===== src/rtl/pm_pkg.sv =====
package pm_pkg;
  localparam logic [5:0] OFF_STATUS  = 6'h00;
  localparam logic [5:0] OFF_ENABLE  = 6'h02;
  localparam logic [5:0] OFF_CONTROL = 6'h04;
  localparam logic [5:0] OFF_TIMER   = 6'h08;

  localparam int BIT_TMR_OVF  = 0;
  localparam int BIT_PWRBTN   = 8;
  localparam int BIT_WAKE     = 15;
  localparam int BIT_SLP_EN   = 13;
  localparam int BIT_SCI_EN   = 0;

  localparam logic [15:0] SCI_SRC_MASK = 16'h0521;

  localparam logic [7:0] CMD_ACPI_ON  = 8'hF1;
  localparam logic [7:0] CMD_ACPI_OFF = 8'hF0;

  typedef struct packed {
    logic wrStatus;
    logic wrEnable;
    logic wrControl;
    logic sleepResume;
    logic apmCmdWr;
    logic apmStsWr;
    logic acpiOn;
    logic acpiOff;
  } pmStrobe_t;
endpackage


===== src/rtl/pm_ctrl.sv =====
module pm_ctrl
  import pm_pkg::*;
(
  input  logic       clk,
  input  logic       rstN,
  input  logic       busWr,
  input  logic [5:0] busAddr,
  input  logic [3:0] sleepField,
  input  logic       apmWr,
  input  logic       apmSel,
  input  logic [7:0] apmWdata,
  input  logic       smiEnCfg,
  output pmStrobe_t  strobe,
  output logic       powerOffReq,
  output logic       sysResetReq,
  output logic       smiReq
);
  logic       sleepReq;
  logic [2:0] sleepType;
  logic       cmdWr;

  assign sleepReq  = sleepField[3];
  assign sleepType = sleepField[2:0];
  assign cmdWr     = apmWr && !apmSel;

  always_comb begin
    strobe             = '0;
    strobe.wrStatus    = busWr && (busAddr == OFF_STATUS);
    strobe.wrEnable    = busWr && (busAddr == OFF_ENABLE);
    strobe.wrControl   = busWr && (busAddr == OFF_CONTROL);
    strobe.sleepResume = strobe.wrControl && sleepReq && (sleepType == 3'd1);
    strobe.apmCmdWr    = cmdWr;
    strobe.apmStsWr    = apmWr && apmSel;
    strobe.acpiOn      = cmdWr && (apmWdata == CMD_ACPI_ON);
    strobe.acpiOff     = cmdWr && (apmWdata == CMD_ACPI_OFF);
  end

  always_ff @(posedge clk) begin
    if (!rstN) begin
      powerOffReq <= 1'b0;
      sysResetReq <= 1'b0;
      smiReq      <= 1'b0;
    end else begin
      powerOffReq <= busWr && (busAddr == OFF_CONTROL) && sleepReq && (sleepType == 3'd0);
      sysResetReq <= strobe.sleepResume;
      smiReq      <= cmdWr && smiEnCfg;
    end
  end
endmodule


===== src/rtl/pm_datapath.sv =====
module pm_datapath
  import pm_pkg::*;
#(
  parameter int TMR_W     = 24,
  parameter int OVF_SHIFT = 23
) (
  input  logic             clk,
  input  logic             rstN,
  input  pmStrobe_t        strobe,
  input  logic             tmrTick,
  input  logic             pwrBtnEvt,
  input  logic [5:0]       busAddr,
  input  logic [15:0]      busWdata,
  input  logic             apmSel,
  input  logic [7:0]       apmWdata,
  output logic [31:0]      busRdata,
  output logic [7:0]       apmRdata,
  output logic             sciLevel,
  output logic [TMR_W-1:0] tmrCount
);
  localparam int LOW_W = OVF_SHIFT;

  logic [15:0] statusQ, enableQ, controlQ;
  logic [15:0] statusSet, statusClr, controlNext;
  logic [7:0]  apmCmdQ, apmStsQ;
  logic        boundaryHit;

  generate
    if (LOW_W == 0) begin : g_every_tick
      assign boundaryHit = tmrTick;
    end else begin : g_low_bits
      assign boundaryHit = tmrTick && (&tmrCount[LOW_W-1:0]);
    end
  endgenerate

  always_ff @(posedge clk) begin
    if (!rstN) tmrCount <= '0;
    else if (tmrTick) tmrCount <= tmrCount + 1'b1;
  end

  always_comb begin
    statusSet = '0;
    statusSet[BIT_TMR_OVF] = boundaryHit;
    statusSet[BIT_PWRBTN]  = (pwrBtnEvt && enableQ[BIT_PWRBTN]) || strobe.sleepResume;
    statusSet[BIT_WAKE]    = strobe.sleepResume;
    statusClr = strobe.wrStatus ? busWdata : 16'h0000;
  end

  always_comb begin
    controlNext = controlQ;
    if (strobe.wrControl) begin
      controlNext = busWdata;
      controlNext[BIT_SLP_EN] = 1'b0;
    end
    if (strobe.acpiOn)  controlNext[BIT_SCI_EN] = 1'b1;
    if (strobe.acpiOff) controlNext[BIT_SCI_EN] = 1'b0;
  end

  always_ff @(posedge clk) begin
    if (!rstN) begin
      statusQ  <= '0;
      enableQ  <= '0;
      controlQ <= '0;
      apmCmdQ  <= '0;
      apmStsQ  <= '0;
    end else begin
      statusQ  <= (statusQ & ~statusClr) | statusSet;
      controlQ <= controlNext;
      if (strobe.wrEnable) enableQ <= busWdata;
      if (strobe.apmCmdWr) apmCmdQ <= apmWdata;
      if (strobe.apmStsWr) apmStsQ <= apmWdata;
    end
  end

  always_comb begin
    case (busAddr)
      OFF_STATUS:  busRdata = {16'h0000, statusQ};
      OFF_ENABLE:  busRdata = {16'h0000, enableQ};
      OFF_CONTROL: busRdata = {16'h0000, controlQ};
      OFF_TIMER:   busRdata = 32'(tmrCount);
      default:     busRdata = 32'h0000_0000;
    endcase
  end

  assign apmRdata = apmSel ? apmStsQ : apmCmdQ;
  assign sciLevel = |(statusQ & enableQ & SCI_SRC_MASK);
endmodule


===== src/rtl/pm_event_block.sv =====
module pm_event_block
  import pm_pkg::*;
#(
  parameter int TMR_W     = 24,
  parameter int OVF_SHIFT = 23
) (
  input  logic        clk,
  input  logic        rstN,
  input  logic        tmrTick,
  input  logic        busWr,
  input  logic [5:0]  busAddr,
  input  logic [15:0] busWdata,
  output logic [31:0] busRdata,
  input  logic        apmWr,
  input  logic        apmSel,
  input  logic [7:0]  apmWdata,
  output logic [7:0]  apmRdata,
  input  logic        smiEnCfg,
  input  logic        pwrBtnEvt,
  output logic        sciLevel,
  output logic        powerOffReq,
  output logic        sysResetReq,
  output logic        smiReq
);
  pmStrobe_t        strobe;
  logic [TMR_W-1:0] tmrCount;

  pm_ctrl u_ctrl (
    .clk(clk), .rstN(rstN), .busWr(busWr), .busAddr(busAddr),
    .sleepField(busWdata[13:10]), .apmWr(apmWr), .apmSel(apmSel),
    .apmWdata(apmWdata), .smiEnCfg(smiEnCfg), .strobe(strobe),
    .powerOffReq(powerOffReq), .sysResetReq(sysResetReq), .smiReq(smiReq)
  );

  pm_datapath #(.TMR_W(TMR_W), .OVF_SHIFT(OVF_SHIFT)) u_dp (
    .clk(clk), .rstN(rstN), .strobe(strobe), .tmrTick(tmrTick),
    .pwrBtnEvt(pwrBtnEvt), .busAddr(busAddr), .busWdata(busWdata),
    .apmSel(apmSel), .apmWdata(apmWdata), .busRdata(busRdata),
    .apmRdata(apmRdata), .sciLevel(sciLevel), .tmrCount(tmrCount)
  );
endmodule


===== config.mk =====
export PLATFORM = sky130hd
export DESIGN_NAME = pm_event_block
export DESIGN_NICKNAME = d
export VERILOG_FILES = /design/src/rtl/pm_pkg.sv /design/src/rtl/pm_ctrl.sv /design/src/rtl/pm_datapath.sv /design/src/rtl/pm_event_block.sv
export SDC_FILE = /design/constraint.sdc
export NUM_CORES = 1
export LEC_CHECK = 0
export BUFFER_PORTS_ARGS = -buffer_cell sky130_fd_sc_hd__clkbuf_2
export CAP_MARGIN = 20
export CORE_UTILIZATION = 45
export DETAILED_ROUTE_END_ITERATION = 6
export PLACE_DENSITY = 0.67
export SKIP_LAST_GASP = 1
export SLEW_MARGIN = 25
export SYNTH_ARGS = -nofsm -noshare
export SYNTH_HDL_FRONTEND = slang
export SYNTH_HIERARCHICAL = 1
export SYNTH_SLANG_ARGS = --single-unit

===== constraint.sdc =====
create_clock -name clk -period 5.4 [get_ports clk]
set_clock_uncertainty 0.05 [all_clocks]
set_input_delay 1.62 -clock clk [delete_from_list [all_inputs] [get_ports clk]]
set_output_delay 1.62 -clock clk [all_outputs]
set_load 0.1 [all_outputs]

# --- Yosys cells after proc, flatten, opt, wreduce, memory -nomap -nowiden ---
# Index checks and enable logic that the tools add are counted.
classes:
  eq_ne: 6
  bitwise: 5
  reduce_logical: 21
  mux: 5
  n_addsub: 1
ops:
  columns: ["operator", "n"]
  rows:
  - ["case mux 24 bit (4 select lines)", 1]
  - ["adder 24 x 1 -> 24 bit, second input constant", 1]
  - ["AND reduction 23 bit", 1]
  - ["AND 16 bit", 1]
  - ["== test 8 bit, second input constant", 2]
  - ["two-way mux 16 bit", 1]
  - ["inverter 16 bit", 1]
  - ["OR 16 bit", 1]
  - ["logical AND 1 bit", 13]
  - ["AND 11 bit", 1]
  - ["two-way mux 8 bit", 1]
  - ["== test 6 x 2 -> 1 bit, second input constant", 1]
  - ["== test 6 x 3 -> 1 bit, second input constant", 1]
  - ["== test 6 x 4 -> 1 bit, second input constant", 1]
  - ["logical NOT 6 bit", 1]
  - ["OR reduction 4 bit", 1]
  - ["== test 3 x 1 -> 1 bit, second input constant", 1]
  - ["logical NOT 3 bit", 1]
  - ["two-way mux 1 bit", 2]
  - ["nonzero test 2 bit", 1]
  - ["OR reduction 2 bit", 1]
  - ["logical NOT 1 bit", 1]
  - ["logical OR 1 bit", 1]
  - ["inverter 1 bit", 1]
word_totals:
  reg_bits: 90
  word_cells: 48
  in_bits: 38
  out_inout_bits: 44

# --- Longest topological paths before layout ---
# Gate-level depths: netlist of run 1.
logic_depth:
  depth_word: 6
  depth_mapped: 7
  mapped_depth_nobuf: 5

# --- By module ---
# The synthesis of run 1 kept the hierarchy.
by_module_without_submodules:
  columns: ["mod", "cells_each", "instances", "area_each_um2", "seq_area_each_um2"]
  rows:
  - ["pm_datapath", 423, 1, 3817.4, 1741.7]
  - ["pm_ctrl", 27, 1, 245.2, 60.1]

# --- Worst setup path before layout of run 1 ---
# Ideal clock, no wire load.
synth_path:
  path_type: "input port to output port"
  startpoint: "in busAddr[5]"
  endpoint: "out busRdata[0]"
  path_buffers: 1
  required_time_ns: 3.730
  t_arrival_ns: 3.587
  slack_ns: 0.143
  path_stages: 5
  cell_sequence: "or4_1 nor3b_2 clkbuf_1 a22oi_1 nand2_1"
synth_via:
  elab_chain_len: 2
  word_cells_on_any_way: 5
  classes_between: "eq/ne: 3; mux: 1; reduce/logical: 1"
synth_rtl:
  columns: ["element", "line_no", "source"]
  rows:
  - ["start, declared", "pm_event_block.sv:11", "input logic [5:0] busAddr,"]
  - ["== test 6 x 4 -> 1 bit (tied with other cells)", "pm_datapath.sv:76", "case (busAddr)"]
  - ["case mux 24 bit (4 select lines) *", "pm_datapath.sv:76", null]
  - ["end, declared", "pm_event_block.sv:13", "output logic [31:0] busRdata,"]
# Mark *: on every way between the ends. The rest lies on a longest branch, timed or not.

# --- Worst setup path after layout of run 1 ---
layout_path:
  startpoint: "in busAddr[1]"
  endpoint: "out busRdata[2]"
# Same word-level chain as after synthesis.

==> results of run 1 <==
worst max-delay path by stage:
| stage | end | depth (start not counted) | slack, ps | start |
|---|---|---|---|---|
| 5_1_grt | busRdata[11] | 7 | 330 | busAddr[1] |
| 3_5_place_dp | busRdata[2] | 7 | 440 | busAddr[1] |
| 6_report | busRdata[2] | 7 | 420 | busAddr[1] |
| 3_3_place_gp | busRdata[14] | 7 | 490 | busAddr[0] |
| 2_1_floorplan | busRdata[0] | 5 | 140 | busAddr[5] |
| 4_1_cts | busRdata[2] | 7 | 440 | busAddr[1] |
cell type report:
| class | count | area share (%) |
|---|---|---|
| Sequential cell | 90 | 35.8 |
| Clock inverter | 4 | 1.02 |
| Timing Repair Buffer | 81 | 15.6 |
| Clock buffer | 12 | 2.88 |
| Multi-Input combinational cell | 320 | 41.2 |
| Tap cell | 108 | 2.69 |
| Inverter | 10 | 0.746 |
per-stage QoR:
stage                     power [mW]  hold slack [ps]  setup slack, ps  instances
final                           1.26              386              424        625
after global routing            1.30              403              335        625
after CTS                       1.27              386              436        625
after detailed placement       0.819              373              439        609
after global placement         0.816              368              486        609
after floorplan                0.788              362              143        457
cells in the final DEF, fill, tap and decap left out, drive strengths merged, types with 2 or more instances in the layout:
cell,count
xnor2,10
clkbuf,61
nor2b,2
mux2,8
buf,32
dfxtp,90
and3,2
nand4bb,2
and2,9
clkinv,2
conb,8
nor3,8
nand2,39
mux2i,47
a22oi,32
nor3b,3
or4b,2
nor4,10
or3,10
nand4,7
nor2,65
xor2,3
or4,4
nand3,7
inv,10
o21ai,9
a21oi,24
logic make-up (layout without fill, tap and decap cells):
| logic type | count (synthesis) | count (layout) | synth area share [%] |
|---|---|---|---|
| and+or+nand+nor | 173 | 173 | 21.9 |
| DFF | 90 | 90 | 44.3 |
| AOI/OAI and AO/OA | 70 | 70 | 11.0 |
| muxes | 55 | 55 | 13.8 |
| buffers and inverters | 47 | 107 | 5.73 |
| xor gates and xnor gates | 13 | 13 | 2.80 |
| adders and majority gates | 1 | 1 | 0.308 |
| other | 1 | 8 | 0.0923 |
sequential cells by signal (all words and copies together) (netlist names):
name                flops
u_dp/controlQ          15
u_ctrl/smiReq           1
u_dp/tmrCount          24
u_ctrl/powerOffReq      1
u_dp/apmCmdQ            8
u_dp/apmStsQ            8
u_ctrl/sysResetReq      1
u_dp/statusQ           16
u_dp/enableQ           16
layer usage:
metal	up-vias	part of all wire, %	global-route usage [%]	wire (microns)
li1	1697	-	-	-
met1	1683	44	27.8	4540
met2	97	49	37.4	5030
met3	19	4.1	3.54	417
met4	0	2.1	11.0	216
met5	-	0	0	0
where the power goes:
| part | switching [mW] | internal, mW | total (mW) | leakage [nW] |
|---|---|---|---|---|
| Combinational | 0.0963 | 0.0307 | 0.127 | 1.09 |
| Clock | 0.228 | 0.227 | 0.455 | 0.0966 |
| Sequential | 0.00551 | 0.672 | 0.677 | 0.727 |
| Total | 0.329 | 0.929 | 1.26 | 1.91 |
critical path: cells and delay by family:
family                 cells  cell delay [ps]
AO/OA/AOI/OAI              1              130
buffers and inverters      3              610
AND/OR/NAND/NOR            3              940
==> flow_metrics.py, run 1 <==
metrics = {
    "hold_path": {
        "worst_hold_path.endpoint": "u_dp/statusQ[4]",
        "hold_depth": 2,
        "hp-start": "u_dp/statusQ[4]",
        "hold_path.class": "reg2reg",
    },
    "clocking": {
        "clkSinkCount": 90,
        "cts_tree": "done",
        "cts_buffers": 9,
        "cts_resized": 0,
        "clockBufferDepth": 2,
        "clkTransAtPathRegs_ps": 80,
        "root_buffer": "clkbuf_8",
        "cts_hold_buf": 0,
        "cts_max_level": 3,
        "cts_setup_buffers": 0,
        "clock_latency_ps": 360,
    },
    "setup_path": {
        "r2r-start": "u_dp/tmrCount[0]",
        "r2r_slack_ps": 3190,
        "crit_type": "in2out",
        "worstPathCellList": "clkbuf_2, or4_1, nor3b_2, buf_4, a22oi_1, nand2_1, buf_12",
        "slowest_delay_ps": 590,
        "r2r_cells": 5,
        "start_kind": "input pin",
        "path_max_fanout": 18,
        "cp_slowest_cell": "or4_1",
        "r2r_end": "u_dp/tmrCount[20]",
        "arrival_ps": 3310,
        "required_ps": 3730,
        "cp-end-kind": "primary output",
    },
    "drt": {
        "detail_route.iter0.violations": 233,
        "first_pass_iters": 5,
        "wirelength_microns": 10200,
        "routed-via-count": 3496,
        "viasPerCell": 5.59,
        "routedWlPerCell_microns": 16.3,
        "drc": 0,
        "antenna_left": 0,
    },
    "yosys": {
        "synth_area_sq_mm": 0.00406,
        "synth_top_area_share_pct": 44.3,
        "synthCells": 450,
        "yosys.area.top_type": "dfxtp_1",
        "ys.flop_type": "dfxtp_1",
        "yosysMostFrequentCell": "dfxtp_1",
        "synth_edf_count": 0,
        "ys_ff_latch": 90,
        "yosys_warnings": 6,
        "ys_seq_area_share_pct": 44.3,
        "synth.avg_cell_area_sq_um": 9.03,
        "synthArstFlopShare_pct": 0,
        "synthTopCellsByCount": "dfxtp_1 (90), nor2_1 (65), mux2i_1 (47)",
        "synth_cell_types": 43,
        "synthTopCellsByArea": "dfxtp_1 (44%), mux2i_1 (12%), nor2_1 (6.0%), a22oi_1 (5.9%), nand2_1 (3.6%)",
    },
    "finish": {
        "fillers": 756,
        "final_area_sq_mm": 0.00503,
        "final_util_pct": 57.7,
        "multi_input_area_sq_mm": 0.00207,
        "drive_gt1_share_pct": 22.2,
        "nNetsFinal": 551,
        "syn2layout_area_growth_pct": 23.8,
        "seq_area_sq_mm": 0.00180,
        "diodes": 0,
    },
    "global_route": {
        "grt_pass1_wl_microns": 16800,
        "antenna_found_initial": 0,
        "grt_usage_pct": 22.3,
        "grt_overflow": 0,
        "grt_pass1_vias": 3454,
        "grt_max_degree": 42,
    },
    "timing": {
        "max_freq_mhz": 201,
        "fin_crit_ps": 4980,
        "timing.setup.tns_ps": 0,
        "worstMarginPinSlew_ps": 1070,
        "hold_viol_final": 0,
        "slew_violations": 0,
        "rsz0062_at_grt": "no",
        "setup_violations": 0,
        "fin_crit_sh_pct": 92.1,
        "slew_headroom_pct": 28.5,
    },
    "placed_design": {
        "dpl.hpwl_microns": 6900,
        "port_buffers": 73,
        "place_congestion": 0.891,
        "dpl-instance-area_sq_mm": 0.00483,
    },
    "die": {
        "rows": 34,
        "die_w_microns": 97.0,
        "die-height_microns": 97.0,
        "core_sq_mm": 0.00872,
        "initial_core_util_pct": 46.6,
        "ios": 82,
        "die_area_sq_mm": 0.00941,
    },
    "job": {
        "drv_cap": 0,
    },
    "run_status": {
        "status": "finished, final reports clean",
    },
    "power_and_ir_drop": {
        "power_density_mw_per_mm2": 250,
        "irDropWorstVdd_mv": 0.115,
        "p_leak_nw": 1.91,
    },
}
Note: power is estimated with default switching activity, not from simulation.
==> inputs of run 2 (changes only) <==
--- a/config.mk
+++ b/config.mk
@@ -7,5 +7,4 @@
 export LEC_CHECK = 0
 export BUFFER_PORTS_ARGS = -buffer_cell sky130_fd_sc_hd__clkbuf_2
-export CAP_MARGIN = 20
 export CORE_UTILIZATION = 45
 export DETAILED_ROUTE_END_ITERATION = 6
--- a/constraint.sdc
+++ b/constraint.sdc
@@ -3,3 +3,3 @@
 set_input_delay 1.62 -clock clk [delete_from_list [all_inputs] [get_ports clk]]
 set_output_delay 1.62 -clock clk [all_outputs]
-set_load 0.1 [all_outputs]
+set_load 0.05 [all_outputs]
==> run 2 against run 1 <==
Compared with the run above: worst setup slack improved by 36 ps; total power grew 1.3%; via count shrank 2.2%; register-to-register slack better by 40 ps; critical endpoint is now busRdata[13]; largest cell class unchanged; largest power group unchanged; highest routed layer unchanged.
==> flow_metrics.py, run 2 (synthesized netlist as in run 1, its figures left out) <==
metrics = {
    "run_status": {
        "status": "finished, final reports clean",
    },
    "finish": {
        "nNetsFinal": 550,
        "top_register": "u_dp/tmrCount",
        "largest_register_ffs": 24,
        "fillers": 733,
        "top_regs": "u_dp/tmrCount: 24 flops, u_dp/enableQ: 16 flops, u_dp/statusQ: 16 flops",
        "diodes": 0,
        "syn2layout_area_growth_pct": 24.3,
        "mostFrequentLayoutCell": "dfxtp_1",
        "mostFrequentLayoutCells": "dfxtp_1 (90), nor2_1 (64), clkbuf_2 (49)",
        "final_util_pct": 57.9,
        "drive_gt1_share_pct": 22.3,
    },
    "placed_design": {
        "dpl.hpwl_microns": 6760,
        "port_buffers": 73,
        "place_congestion": 0.824,
    },
    "clocking": {
        "clock_latency_ps": 350,
        "cts_max_level": 3,
        "cts_hold_buf": 0,
        "clkSinkCount": 90,
        "cts_tree": "done",
        "cts_resized": 0,
        "cts_buffers": 9,
        "root_buffer": "clkbuf_8",
        "cts_setup_buffers": 0,
        "clkTransAtPathRegs_ps": 80,
        "clockBufferDepth": 2,
    },
    "setup_path": {
        "required_ps": 3730,
        "path_max_fanout": 24,
        "cp-end-kind": "primary output",
        "cp_slowest_cell": "or4_1",
        "worstPathCellList": "clkbuf_2, or4_1, nor3b_2, buf_4, a222oi_1, inv_1, buf_12",
        "crit_type": "in2out",
        "r2r_cells": 5,
        "arrival_ps": 3270,
        "start_kind": "input pin",
        "slowest_delay_ps": 580,
    },
    "timing": {
        "timing.setup.tns_ps": 0,
        "worstMarginPinSlew_ps": 984,
        "fin_crit_ps": 4940,
        "slew_headroom_pct": 34.3,
        "setup_violations": 0,
        "hold_viol_final": 0,
        "fin_crit_sh_pct": 91.5,
        "rsz0062_at_grt": "no",
        "max_freq_mhz": 202,
        "slew_violations": 0,
    },
    "drt": {
        "routed-via-count": 3418,
        "first_pass_iters": 4,
        "antenna_left": 0,
        "viasPerCell": 5.48,
        "routedWlPerCell_microns": 16.1,
        "wirelength_microns": 10000,
        "detail_route.iter0.violations": 189,
        "drc": 0,
    },
    "die": {
        "die-height_microns": 97.0,
        "initial_core_util_pct": 46.6,
        "die_w_microns": 97.0,
        "die_area_sq_mm": 0.00941,
        "core_sq_mm": 0.00872,
        "rows": 34,
        "ios": 82,
    },
    "power_and_ir_drop": {
        "irDropWorstVdd_mv": 0.142,
        "p_leak_nw": 1.92,
        "power_density_mw_per_mm2": 253,
    },
    "global_route": {
        "grt_pass1_wl_microns": 16600,
        "grt_max_degree": 71,
        "grt_usage_pct": 22.1,
        "grt_pass1_vias": 3396,
        "grt_overflow": 0,
        "antenna_found_initial": 0,
    },
    "hold_path": {
        "hold_path.class": "reg2reg",
        "hold_depth": 2,
    },
    "job": {
        "drv_cap": 0,
    },
}
-- run 2: cell type report --
cell class              instances  area (sq um)  share of cell area [%]
clock buffers                  11           141                    2.80
clock inverters                 5          77.6                    1.54
inverters                      10          40.0                   0.793
multi-input cells             320          2070                    41.1
flip-flops and latches         90          1800                    35.7
well taps                     108           135                    2.68
repair buffers                 80           778                    15.4
-- run 2: worst paths after layout --
kind,slack (ps),startpoint,to
max,460,busAddr[0],busRdata[13]
min,390,u_dp/statusQ[1],u_dp/statusQ[1]
max reg2reg,3230,u_dp/tmrCount[0],u_dp/tmrCount[20]
min reg2reg,390,u_dp/statusQ[1],u_dp/statusQ[1]
-- run 2: worst max-delay path: cells and delay by family --
family / cells / cell delay [ps]
compound gates: 1 / 160
buf+inv: 4 / 720
simple gates: 2 / 770
-- run 2: metal layers --
metal | vias up | track usage [%] | routed length (microns)
met5 | - | 0 | 0
met4 | 0 | 9.30 | 148
met3 | 12 | 3.97 | 416
met2 | 92 | 36.1 | 4960
met1 | 1627 | 28.7 | 4520
li1 | 1687 | - | -
-- run 2: through the flow --
| stage | std cells | power [mW] | hold slack (ps) | setup WS, ps | instance area, sq um |
|---|---|---|---|---|---|
| 6_report | 624 | 1.28 | 389 | 460 | 5050 |
| 5_1_grt | 624 | 1.33 | 403 | 383 | 5050 |
| 4_1_cts | 624 | 1.29 | 387 | 468 | 5050 |
| 3_5_place_dp | 608 | 0.792 | 374 | 478 | 4830 |
| 3_3_place_gp | 608 | 0.789 | 368 | 519 | 4820 |
| 2_1_floorplan | 457 | 0.762 | 362 | 448 | 4090 |
-- run 2: power breakdown --
part,switching [mW],internal (mW)
registers,0.00534,0.672
logic,0.0693,0.0308
clock network,0.227,0.272
